--- src/rtl/dreq_pkg.sv ---
package dreq_pkg;
  // Idle clocks needed to cover a time in ns, rounded up.
  function automatic int hold_cycles(input int ns, input int clk_ns);
    return (ns + clk_ns - 1) / clk_ns;
  endfunction
endpackage

--- src/rtl/dreq_ack_edge.sv ---
module dreq_ack_edge (
  input  logic clk,
  input  logic rst_n,
  input  logic dack_n,
  input  logic dir_rd,
  output logic ack_fall,
  output logic wr_stb,
  output logic rd_stb
);
  logic dack_q;

  always_ff @(posedge clk or negedge rst_n) begin
    if (!rst_n) dack_q <= 1'b1;
    else        dack_q <= dack_n;
  end

  assign ack_fall = dack_q & ~dack_n;
  assign wr_stb   = ack_fall & ~dir_rd;
  assign rd_stb   = ack_fall &  dir_rd;

  // only one strobe at a time, and each lasts one cycle
  p_one_strobe_r5: assert property (@(posedge clk) disable iff (!rst_n)
    $onehot0({wr_stb, rd_stb}));
  p_short_strobe_r5: assert property (@(posedge clk) disable iff (!rst_n)
    (wr_stb || rd_stb) |=> !(wr_stb || rd_stb));
endmodule

--- src/rtl/dreq_burst_cnt.sv ---
module dreq_burst_cnt #(
  parameter int BURST = 32
) (
  input  logic clk,
  input  logic rst_n,
  input  logic dreq_i,
  input  logic ack_fall,
  output logic cap_hit
);
  localparam int CW = $clog2(BURST + 1);
  logic [CW-1:0] cnt;

  always_ff @(posedge clk or negedge rst_n) begin
    if (!rst_n)        cnt <= '0;
    else if (!dreq_i)  cnt <= '0;           // restart on any drop
    else if (ack_fall) cnt <= cnt + 1'b1;
  end

  assign cap_hit = dreq_i & ack_fall & (cnt == CW'(BURST - 1));

  p_cap_drop_r3: assert property (@(posedge clk) disable iff (!rst_n)
    cap_hit |=> !dreq_i);
endmodule

--- src/rtl/dreq_holdoff.sv ---
module dreq_holdoff #(
  parameter int HOLD = 18
) (
  input  logic clk,
  input  logic rst_n,
  input  logic start,
  input  logic dack_n,
  output logic holdoff
);
  localparam int HW = $clog2(HOLD + 1);
  logic [HW-1:0] hcnt;

  always_ff @(posedge clk or negedge rst_n) begin
    if (!rst_n) begin
      holdoff <= 1'b0;
      hcnt    <= '0;
    end else if (start) begin
      holdoff <= 1'b1;
      hcnt    <= '0;
    end else if (holdoff) begin
      if (!dack_n)                     hcnt <= '0;   // restart
      else if (hcnt == HW'(HOLD - 1)) begin
        holdoff <= 1'b0;
        hcnt    <= '0;
      end else                         hcnt <= hcnt + 1'b1;
    end
  end

  p_release_idle_r4: assert property (@(posedge clk) disable iff (!rst_n)
    $fell(holdoff) |-> $past(dack_n));
endmodule

--- src/rtl/dma_req_limiter.sv ---
module dma_req_limiter #(
  parameter int CLK_NS  = 20,
  parameter int HOLD_NS = 350,
  parameter int BURST   = 32
) (
  input  logic clk,
  input  logic rst_n,
  input  logic dma_en,
  input  logic svc_hold,
  input  logic dir_rd,
  input  logic fifo_full,
  input  logic fifo_empty,
  input  logic dack_n,
  input  logic tc,
  output logic dreq,
  output logic fifo_wr_stb,
  output logic fifo_rd_stb,
  output logic tc_done
);
  localparam int HOLD = dreq_pkg::hold_cycles(HOLD_NS, CLK_NS);

  logic ack_fall, cap_hit, holdoff, blocked, fifo_ok, want;

  dreq_ack_edge u_edge (
    .clk(clk), .rst_n(rst_n), .dack_n(dack_n), .dir_rd(dir_rd),
    .ack_fall(ack_fall), .wr_stb(fifo_wr_stb), .rd_stb(fifo_rd_stb)
  );

  dreq_burst_cnt #(.BURST(BURST)) u_burst (
    .clk(clk), .rst_n(rst_n), .dreq_i(dreq), .ack_fall(ack_fall),
    .cap_hit(cap_hit)
  );

  dreq_holdoff #(.HOLD(HOLD)) u_hold (
    .clk(clk), .rst_n(rst_n), .start(cap_hit), .dack_n(dack_n),
    .holdoff(holdoff)
  );

  assign tc_done = tc & ack_fall;
  assign fifo_ok = dir_rd ? ~fifo_empty : ~fifo_full;
  assign want    = dma_en & ~svc_hold & ~blocked & fifo_ok
                 & ~holdoff & ~cap_hit & ~tc_done;

  // Block after terminal count until the hold bit has been seen set.
  always_ff @(posedge clk or negedge rst_n) begin
    if (!rst_n) begin
      blocked <= 1'b0;
      dreq    <= 1'b0;
    end else begin
      if (tc_done)       blocked <= 1'b1;
      else if (svc_hold) blocked <= 1'b0;
      dreq <= want;
    end
  end

  p_gate_r1: assert property (@(posedge clk) disable iff (!rst_n)
    dreq |-> $past(dma_en && !svc_hold));
  p_quiet_in_holdoff_r4: assert property (@(posedge clk) disable iff (!rst_n)
    holdoff |-> !dreq);
  p_tc_stop_r6: assert property (@(posedge clk) disable iff (!rst_n)
    tc_done |=> !dreq);
  p_disable_drop_r7: assert property (@(posedge clk) disable iff (!rst_n)
    !dma_en |=> !dreq);
endmodule

--- config.mk ---
export PLATFORM = sky130hd
export DESIGN_NAME = dma_req_limiter
export DESIGN_NICKNAME = d
export VERILOG_FILES = /design/src/rtl/dreq_pkg.sv /design/src/rtl/dreq_ack_edge.sv /design/src/rtl/dreq_burst_cnt.sv /design/src/rtl/dreq_holdoff.sv /design/src/rtl/dma_req_limiter.sv
export SDC_FILE = /design/constraint.sdc
export NUM_CORES = 1
export LEC_CHECK = 0
export BUFFER_PORTS_ARGS = -buffer_cell sky130_fd_sc_hd__buf_2
export CAP_MARGIN = 10
export CORE_MARGIN = 3
export CORE_UTILIZATION = 47
export CTS_CLUSTER_SIZE = 40
export DETAILED_ROUTE_END_ITERATION = 8
export PLACE_DENSITY = 0.68
export SETUP_SLACK_MARGIN = 0.5
export SYNTH_ARGS = -nofsm -noshare
export SYNTH_HDL_FRONTEND = slang
export SYNTH_HIERARCHICAL = 1
export SYNTH_SLANG_ARGS = --single-unit
export TNS_END_PERCENT = 50
--- constraint.sdc ---
create_clock -name clk -period 2.6 [get_ports clk]
set_input_delay 0.52 -clock clk [delete_from_list [all_inputs] [get_ports clk]]
set_output_delay 0.52 -clock clk [all_outputs]
set_load 0.01 [all_outputs]
[After elaboration in Yosys (flattened, before gate mapping)]
Index checks and enable logic that the tools add are counted.
Storage, ports and cells
  register bits: 15
  bits of input ports: 9
Cells by class
  multiplexer cells: 13
  eq/ne operators: 3
  reductions and logical operators: 2
  bitwise operators: 21
  $add $sub $neg: 2
Operators by type and width (number)
  $mux 5: 4
  $and 1x1->1: 12
  $mux 6: 2
  $not 1->1: 9
  $mux 1: 7
  $add 6x1->6 const B: 1
  $eq 6x5->1 const B: 1
  $add 5x1->5 const B: 1
  $eq 5x5->1 const B: 1
  $reduce_bool 2->1: 2
  $ne 2x1->1 const B: 1

[Longest topological paths before layout]
Gate-level depths: netlist of run 1.
  word-level depth: 7
  gate-level depth with buffers: 6

[By module]
The synthesis of run 1 kept the hierarchy.
Modules (own cells, without submodules)
  dreq_holdoff: area each 346.6 µm², times used 1, cells each 34, seq. area each 150.1 µm²
  dreq_burst_cnt: area each 299.0 µm², times used 1, cells each 26, seq. area each 150.1 µm²
  dma_req_limiter: area each 91.3 µm², times used 1, cells each 9, seq. area each 50.0 µm²
  dreq_ack_edge: area each 48.8 µm², times used 1, cells each 4, seq. area each 26.3 µm²

[Worst setup path before layout of run 1]
OpenSTA, ideal clock, no wires.
  path kind: reg-to-reg
  start: reg u_edge.dack_q
  end: reg u_hold.hcnt[2]
  cell stages (with the launch flop): 7
  slack: 574 ps
  arrival time: 1894 ps
  path buffers: 0
  setup time: 132 ps
  data required time: 2468 ps
  path through: dfstp_2 nor2b_1 nand4_1 nor3_1 and2b_1 a31oi_1 o32ai_2
Between the ends
  cells in the longest elaborated chain, start to end: 4
  elaborated cells between the ends (all ways): 5
  those cells by class: mux: 1; bitwise: 3; reduce/logical: 1
RTL lines
  start: declaration: RTL line dreq_ack_edge.sv:10  | logic dack_q;
  start signal: assignment: RTL line dreq_ack_edge.sv:14  | else dack_q <= dack_n;
  $and 1x1->1 (*): RTL line dreq_ack_edge.sv:17  | assign ack_fall = dack_q & ~dack_n;
  net ack_fall: RTL line dma_req_limiter.sv:22  | logic ack_fall, cap_hit, holdoff, blocked, fifo_ok, want;
  $and 1x1->1 (*) (2 in a row): RTL line dreq_burst_cnt.sv:19  | assign cap_hit = dreq_i & ack_fall & (cnt == CW'(BURST - 1));
  net cap_hit: RTL line dma_req_limiter.sv:22
  $mux 5 or $reduce_bool 2->1 (tied branches)
  end signal: assignment: RTL line dreq_holdoff.sv:25  | end else hcnt <= hcnt + 1'b1;
  end: declaration: RTL line dreq_holdoff.sv:11  | logic [HW-1:0] hcnt;
The timed path passes the listed nets; every way through them passes the cells marked *.
A chain may end at the register's enable or synchronous reset.

[Worst setup path after layout of run 1]
  start: reg u_edge.dack_q
  end: out tc_done
Between the ends
  cells in the longest elaborated chain, start to end: 2
RTL lines
  $and 1x1->1: RTL line dreq_ack_edge.sv:17
  net ack_fall: RTL line dma_req_limiter.sv:22
  $and 1x1->1: RTL line dma_req_limiter.sv:39  | assign tc_done = tc & ack_fall;
  end: declaration: RTL line dma_req_limiter.sv:18  | output logic tc_done
The timed path passes the listed nets, and every way through them passes these cells.

==> results of run 1 <==
==> worst min path at each step <==
stage | from | endpoint | slack [ns] | cells after the start
after global routing | rst_n | u_hold/hcnt[0] | 0.13 | 1
after CTS | rst_n | u_hold/hcnt[0] | 0.12 | 1
after floorplan | rst_n | blocked | 0.22 | 0
final | rst_n | u_hold/hcnt[0] | 0.12 | 1
after global placement | rst_n | u_burst/cnt[0] | 0.45 | 1
after detailed placement | rst_n | u_burst/cnt[0] | 0.44 | 1
==> cell usage after synthesis <==
cell	n	area, um^2
dfrtp_1	14	350
inv_1	7	26.3
nand2_1	7	26.3
o21ai_0	5	25.0
and2_1	3	18.8
ha_1	3	37.5
mux2i_1	3	30.0
nand2b_1	3	18.8
nand3_1	3	15.0
nor2b_1	3	18.8
xnor2_1	3	26.3
xor2_1	3	26.3
a31oi_1	1	6.26
and2b_1	1	7.51
and3b_1	1	8.76
and4_1	1	8.76
and4_4	1	11.3
dfstp_2	1	26.3
nand2_2	1	6.26
nand3_2	1	10.0
nand4_1	1	6.26
nand4bb_4	1	27.5
nor2_1	1	3.75
nor3_1	1	5.00
nor3b_1	1	7.51
nor4_1	1	6.26
o32ai_1	1	8.76
o32ai_2	1	16.3
==> report_power, final <==
| group | switching, mW | internal (mW) | leakage, nW |
|---|---|---|---|
| Combinational | 0.0151 | 0.0126 | 0.230 |
| Sequential | 0.00239 | 0.237 | 0.194 |
| Clock | 0.0748 | 0.0571 | 0.0177 |
| Total | 0.0922 | 0.306 | 0.442 |
==> worst max-delay path, cell delays in order, from the launching register on <==
cell and delay [ns]:
dfstp_2 0.54, nor2b_1 0.17, buf_4 0.17, nand2_1 0.08
inv_1 0.06, buf_2 0.12
==> metal layers <==
metal | wire, um | GRT usage
met3 | 86 | 0.0498
met5 | 0 | 0
met1 | 659 | 0.197
met2 | 604 | 0.230
met4 | 14 | 0.0829
==> per-stage QoR <==
stage | power [mW] | instances
floorplan | 0.255 | 73
global placement | 0.272 | 102
detailed placement | 0.272 | 102
CTS | 0.406 | 106
global route | 0.423 | 106
finish | 0.399 | 106
==> registers in the layout (all words and copies together) (netlist names) <==
| signal | count |
|---|---|
| u_burst/cnt | 6 |
| blocked | 1 |
| u_hold/hcnt | 5 |
| dreq | 1 |
| u_hold/holdoff | 1 |
| u_edge/dack_q | 1 |
==> kinds of logic (layout without fill, tap and decap cells) <==
kind of cell,after synthesis,in the layout
fa+ha+maj,3,3
buf+inv,7,24
xor+xnor,6,6
simple gates,31,31
mux,3,3
flops,15,15
compound gates,8,8
==> layout make-up <==
type | instances | area share
inverter | 7 | 0.0290
multi-input combinational | 51 | 0.428
clock buffer | 3 | 0.0249
clock inverter | 1 | 0.00552
sequential | 15 | 0.416
timing repair buffer | 13 | 0.0746
tap | 16 | 0.0221
==> impl_metrics.toml, run 1 <==
[status]
status = "complete, no violations"

[setup_path]
worstPathArrival_ns = 1.42
required_ns = 2.08
cp-endpoint = "tc_done"
rr_startpoint = "u_edge/dack_q"
crit_path_max_fanout = 5
start_kind = "flip-flop"
reg2reg_depth = 6
worst-r2r-setup-slack_ns = 0.69
crit_type = "reg -> out"
startpoint = "u_edge/dack_q"
end_kind = "output port"
r2r_end = "u_hold/hcnt[2]"

[cts]
clock_sinks = 15
post_cts_buffers = 0
ctsHoldBuffers = 0
worstSkewPairLatency_ns = 0.28
tritoncts = "done"
clk_path_buf_depth = 2
cts_buffers = 3
root_buffer = "clkbuf_4"
cts.htree.levels = 1
cts_resized = 0
clk_pin_slew_ns = 0.09

[placed_design]
place_ws_ns = 0.455
gp_congestion = 0.767
hpwl_um = 1060
portBuffers = 12
placed_cell_area_um2 = 873

[cells_and_area]
multi_input_area_um2 = 388
sequential_cell_area_um2 = 377
area_delta_synth_final_pct = 15.3
final_common_cell = "dfrtp_1"
fin_nets = 103
final_cell_mix = "14 x dfrtp_1, 12 x buf_2, 7 x nand2_1, 7 x inv_1, 5 x o21ai_0"
final_util = 0.588
final_area_um2 = 906
diodes = 0
drive_gt1_frac = 0.267
fillers = 131

[synthesis]
synth_compound_area_frac = 0.0717
yosysSeqAreaShare = 0.479
avgSynthCellArea_um2 = 10.8
ys_warn_count = 6
ys_ff_latch = 15
synthMuxAreaShare = 0.0382
ys_types = 28
synthSimpleGateAreaFrac = 0.263
synth_xor_area_frac = 0.0669
netlist_area_um2 = 786
synth-adder-area-share = 0.0478
syn-num-nets = 85
synth_top_family_by_area = "simple AND/OR/NAND/NOR gates"
synth_cells = 73

[routing]
wl_um = 1370
ant_nets = 0
drt_iter0_markers = 11
drc = 0
drt_pre_antenna_iters = 4
wl_per_cell_um = 12.9
vias_per_cell = 5.25
route.vias.total = 556

[floorplanning]
start_util = 0.510
rows = 14
fp.dieW_um = 46.9
ios = 13
fp.dieH_um = 46.9
dieArea_um2 = 2200
core-area_um2 = 1540

[sta]
post-route-min-period_ns = 1.94
rsz0062_at_grt = "no"
fmax_ghz = 0.516
timing.final.crit_share = 0.745
setup_viol = 0
timing.final.ws_setup_ns = 0.662
finalSetupTns_ns = 0
final_hold_viol_count = 0
hold_ws_ns = 0.118
slew_headroom = 0.742
maxSlewViolCount = 0
worst_slew_pin_slew_ns = 0.385
fin_skew_ns = 0.00784

[run]
max-cap-violations = 0

[global_routing]
grt-ovfl-total = 0
first_global_vias = 534
grt_start_max_net_pins = 16
grt_pass1_wl_um = 2300
grt_use_total = 0.154
antenna_found_initial = 0

[worst_hold_path]
min_path_type = "in -> async"

[power_and_ir_drop]
irDropWorstVdd_mv = 0.241
power.leakage_nw = 0.442
p_per_area_nw_per_um2 = 440
No activity file was read; power rests on OpenSTA's default activity.
==> inputs of run 2 (changes only) <==
Settings changed: ABC_AREA from default to 1.
Clock period 2.6 ns to 1.9 ns, I/O delays scaled along.
==> run 2 against run 1 <==
Against the previous run:
- global-route usage is 0.79 points higher
- combinational power grew to 2.8 times the previous value
- setup slack lost 0.28 ns
- final cell count grew 56%
- routed wire length grew 27%
- register-to-register slack got worse by 0.16 ns
- non-clock buffer count grew 7
- largest cell class unchanged
==> impl_metrics.toml, run 2 <==
[placed_design]
place_ws_ns = 0.329
gp_congestion = 0.790
portBuffers = 12
hpwl_um = 1230

[sta]
maxSlewViolCount = 0
post-route-min-period_ns = 1.51
fin_skew_ns = 0.00440
setup_viol = 0
slew_headroom = 0.774
timing.final.crit_share = 0.796
hold_ws_ns = 0.213
final_hold_viol_count = 0
fmax_ghz = 0.661
rsz0062_at_grt = "yes"
worst_slew_pin_slew_ns = 0.340
finalSetupTns_ns = 0
timing.final.ws_setup_ns = 0.387

[routing]
drc = 0
route.vias.total = 780
wl_um = 1730
vias_per_cell = 4.73
wl_per_cell_um = 10.5
ant_nets = 0
drt_iter0_markers = 18
drt_pre_antenna_iters = 4

[synthesis]
ys_warn_count = 6
syn-num-nets = 129
synth_edf_count = 0
avgSynthCellArea_um2 = 7.15
synth_area_leader_cell = "dfrtp_1"
yosysSeqAreaShare = 0.450
synth_top_area_frac = 0.419
synth_top_cells_by_area = "dfrtp_1 42%, nand2_1 18%, inv_1 9.4%"
synth_most_common_cell = "nand2_1"
synth_ff_type = "dfrtp_1"
ys_ff_latch = 15
netlist_area_um2 = 837
synth_common_cells = "40 x nand2_1, 21 x inv_1, 14 x dfrtp_1, 10 x nand3_1, 10 x nor2_1"
ys_types = 16
synth_cells = 117
async_reset_ff_frac = 1.00

[setup_path]
crit_type = "reg -> out"
end_kind = "output port"
worst-r2r-setup-slack_ns = 0.53
required_ns = 1.52
crit_chain = "nand2_4 -> inv_4 -> nand2_4 -> inv_2 -> buf_6"
start_kind = "flip-flop"
crit_path_max_fanout = 3
critPathMaxStageDelay_ns = 0.55
rr_startpoint = "u_edge/dack_q"
reg2reg_depth = 9
critPathSlowestCell = "dfstp_2"
critPathMostFrequentCell = "nand2_4"
r2r_end = "u_hold/hcnt[1]"
worstPathArrival_ns = 1.13

[power_and_ir_drop]
internal-power_mw = 0.443
pwr-share-clk = 0.303
irDropWorstVdd_mv = 0.314
p_comb_frac = 0.127
p_switching_mw = 0.170
p_sw_frac = 0.278
p_per_area_nw_per_um2 = 579
seqPwrFrac = 0.570
power.leakage_nw = 0.583

[global_routing]
grt-ovfl-total = 0
antenna_found_initial = 0
grt_pass1_wl_um = 2640
first_global_vias = 701
grt_start_max_net_pins = 16
grt_use_total = 0.162

[cells_and_area]
final_cell_mix = "38 x nand2_1, 17 x inv_1, 14 x dfrtp_1, 11 x buf_2"
top_register = "u_burst/cnt"
drive_gt1_frac = 0.277
largest_register_ff_count = 6
fin_nets = 154
final_common_cell = "nand2_1"
fillers = 145
diodes = 0
top_regs = "u_burst/cnt x6, u_hold/hcnt x5"
final_util = 0.664
area_delta_synth_final_pct = 26.5

[cts]
root_buffer = "clkbuf_4"
clk_path_buf_depth = 2
clock_sinks = 15
cts_buffers = 3
clk_pin_slew_ns = 0.10
cts.htree.levels = 1
tritoncts = "done"
worstSkewPairLatency_ns = 0.28

[floorplanning]
rows = 14
core-area_um2 = 1590
fp.dieW_um = 48.2
ios = 13
start_util = 0.525
fp.dieH_um = 48.2
dieArea_um2 = 2320

[worst_hold_path]
holdPathEnd = "u_edge/dack_q"
min_path_cells = 1
min_from = "dack_n"
min_path_type = "in -> reg"

[status]
status = "complete, no violations"

[run]
max-cap-violations = 0
run 2: changes by cell type in the layout (fill, tap and decap cells not counted), moves of 4 or more:
cell     delta
nand2_1    +31
inv_1      +10
nor2_1      +9
nand3_1     +7
buf_4       +6
a21oi_1     +5
inv_2       +4
run 2: through the flow:
step / total power [mW] / instances / instance area (um^2)
detailed placement: 0.424 / 153 / 932
global route: 0.644 / 165 / 1060
floorplan: 0.394 / 117 / 842
CTS: 0.621 / 165 / 1060
global placement: 0.422 / 153 / 932
finish: 0.613 / 165 / 1060
run 2: timing repair:
item | in CTS | in global routing
hold buffers | 1 | 0
setup buffers | 7 | 0
endpoints found under the hold margin | 14 | 0
gates resized for setup | 10 | 1
pin swaps | 4 | 2
cloned | 0 | 0
setup endpoints to repair | 9 | 8
run 2: cells by family (layout without fill, tap and decap cells):
kind of cell | count (synthesis) | count (layout) | share of synthesized area
compound gates | 9 | 9 | 0.0583
buf+inv | 22 | 46 | 0.0987
fa+ha+maj | 3 | 3 | 0.0448
simple gates | 68 | 68 | 0.348
flops | 15 | 15 | 0.450
run 2: worst max path at each step:
| stage | depth (start not counted) | slack (ns) | from | end |
|---|---|---|---|---|
| 2_1_floorplan | 9 | 0.52 | u_edge/dack_q | u_hold/hcnt[3] |
| 3_3_place_gp | 11 | 0.37 | dack_n | u_hold/hcnt[3] |
| 3_5_place_dp | 11 | 0.33 | dack_n | u_hold/hcnt[1] |
| 4_1_cts | 5 | 0.38 | u_edge/dack_q | tc_done |
| 5_1_grt | 5 | 0.34 | u_edge/dack_q | tc_done |
| 6_report | 5 | 0.39 | u_edge/dack_q | tc_done |
run 2: cell type report:
type,count,area [um^2],area share
clock buffer,3,22.5,0.0213
clock inverter,1,5.00,0.00473
inverter,22,85.1,0.0804
multi-input combinational,80,410,0.388
sequential,15,377,0.356
tap,24,30.0,0.0284
timing repair buffer,20,129,0.122
run 2: worst max-delay path: cells and delay by family (launching register included):
family / cells / cell delay [ns]
AND/OR/NAND/NOR: 2 / 0.11
flip-flops: 1 / 0.55
buffers and inverters: 3 / 0.20
run 2: power groups by stage:
stage	clock [mW]	combinational (mW)	sequential, mW
after global placement	0	0.0677	0.355
after CTS	0.193	0.0787	0.349
after detailed placement	0	0.0691	0.355
final	0.186	0.0781	0.349
after global routing	0.203	0.0884	0.352
after floorplan	0	0.0429	0.351
run 2: routing by layer:
metal | global-route usage | part of all wire | wire length, um | vias up
met1 | 0.189 | 0.46 | 801 | 341
li1 | - | - | - | 404
met4 | 0.0806 | 0.018 | 31 | 0
met3 | 0.0221 | 0.058 | 101 | 6
met5 | 0 | 0 | 0 | -
met2 | 0.286 | 0.46 | 799 | 29
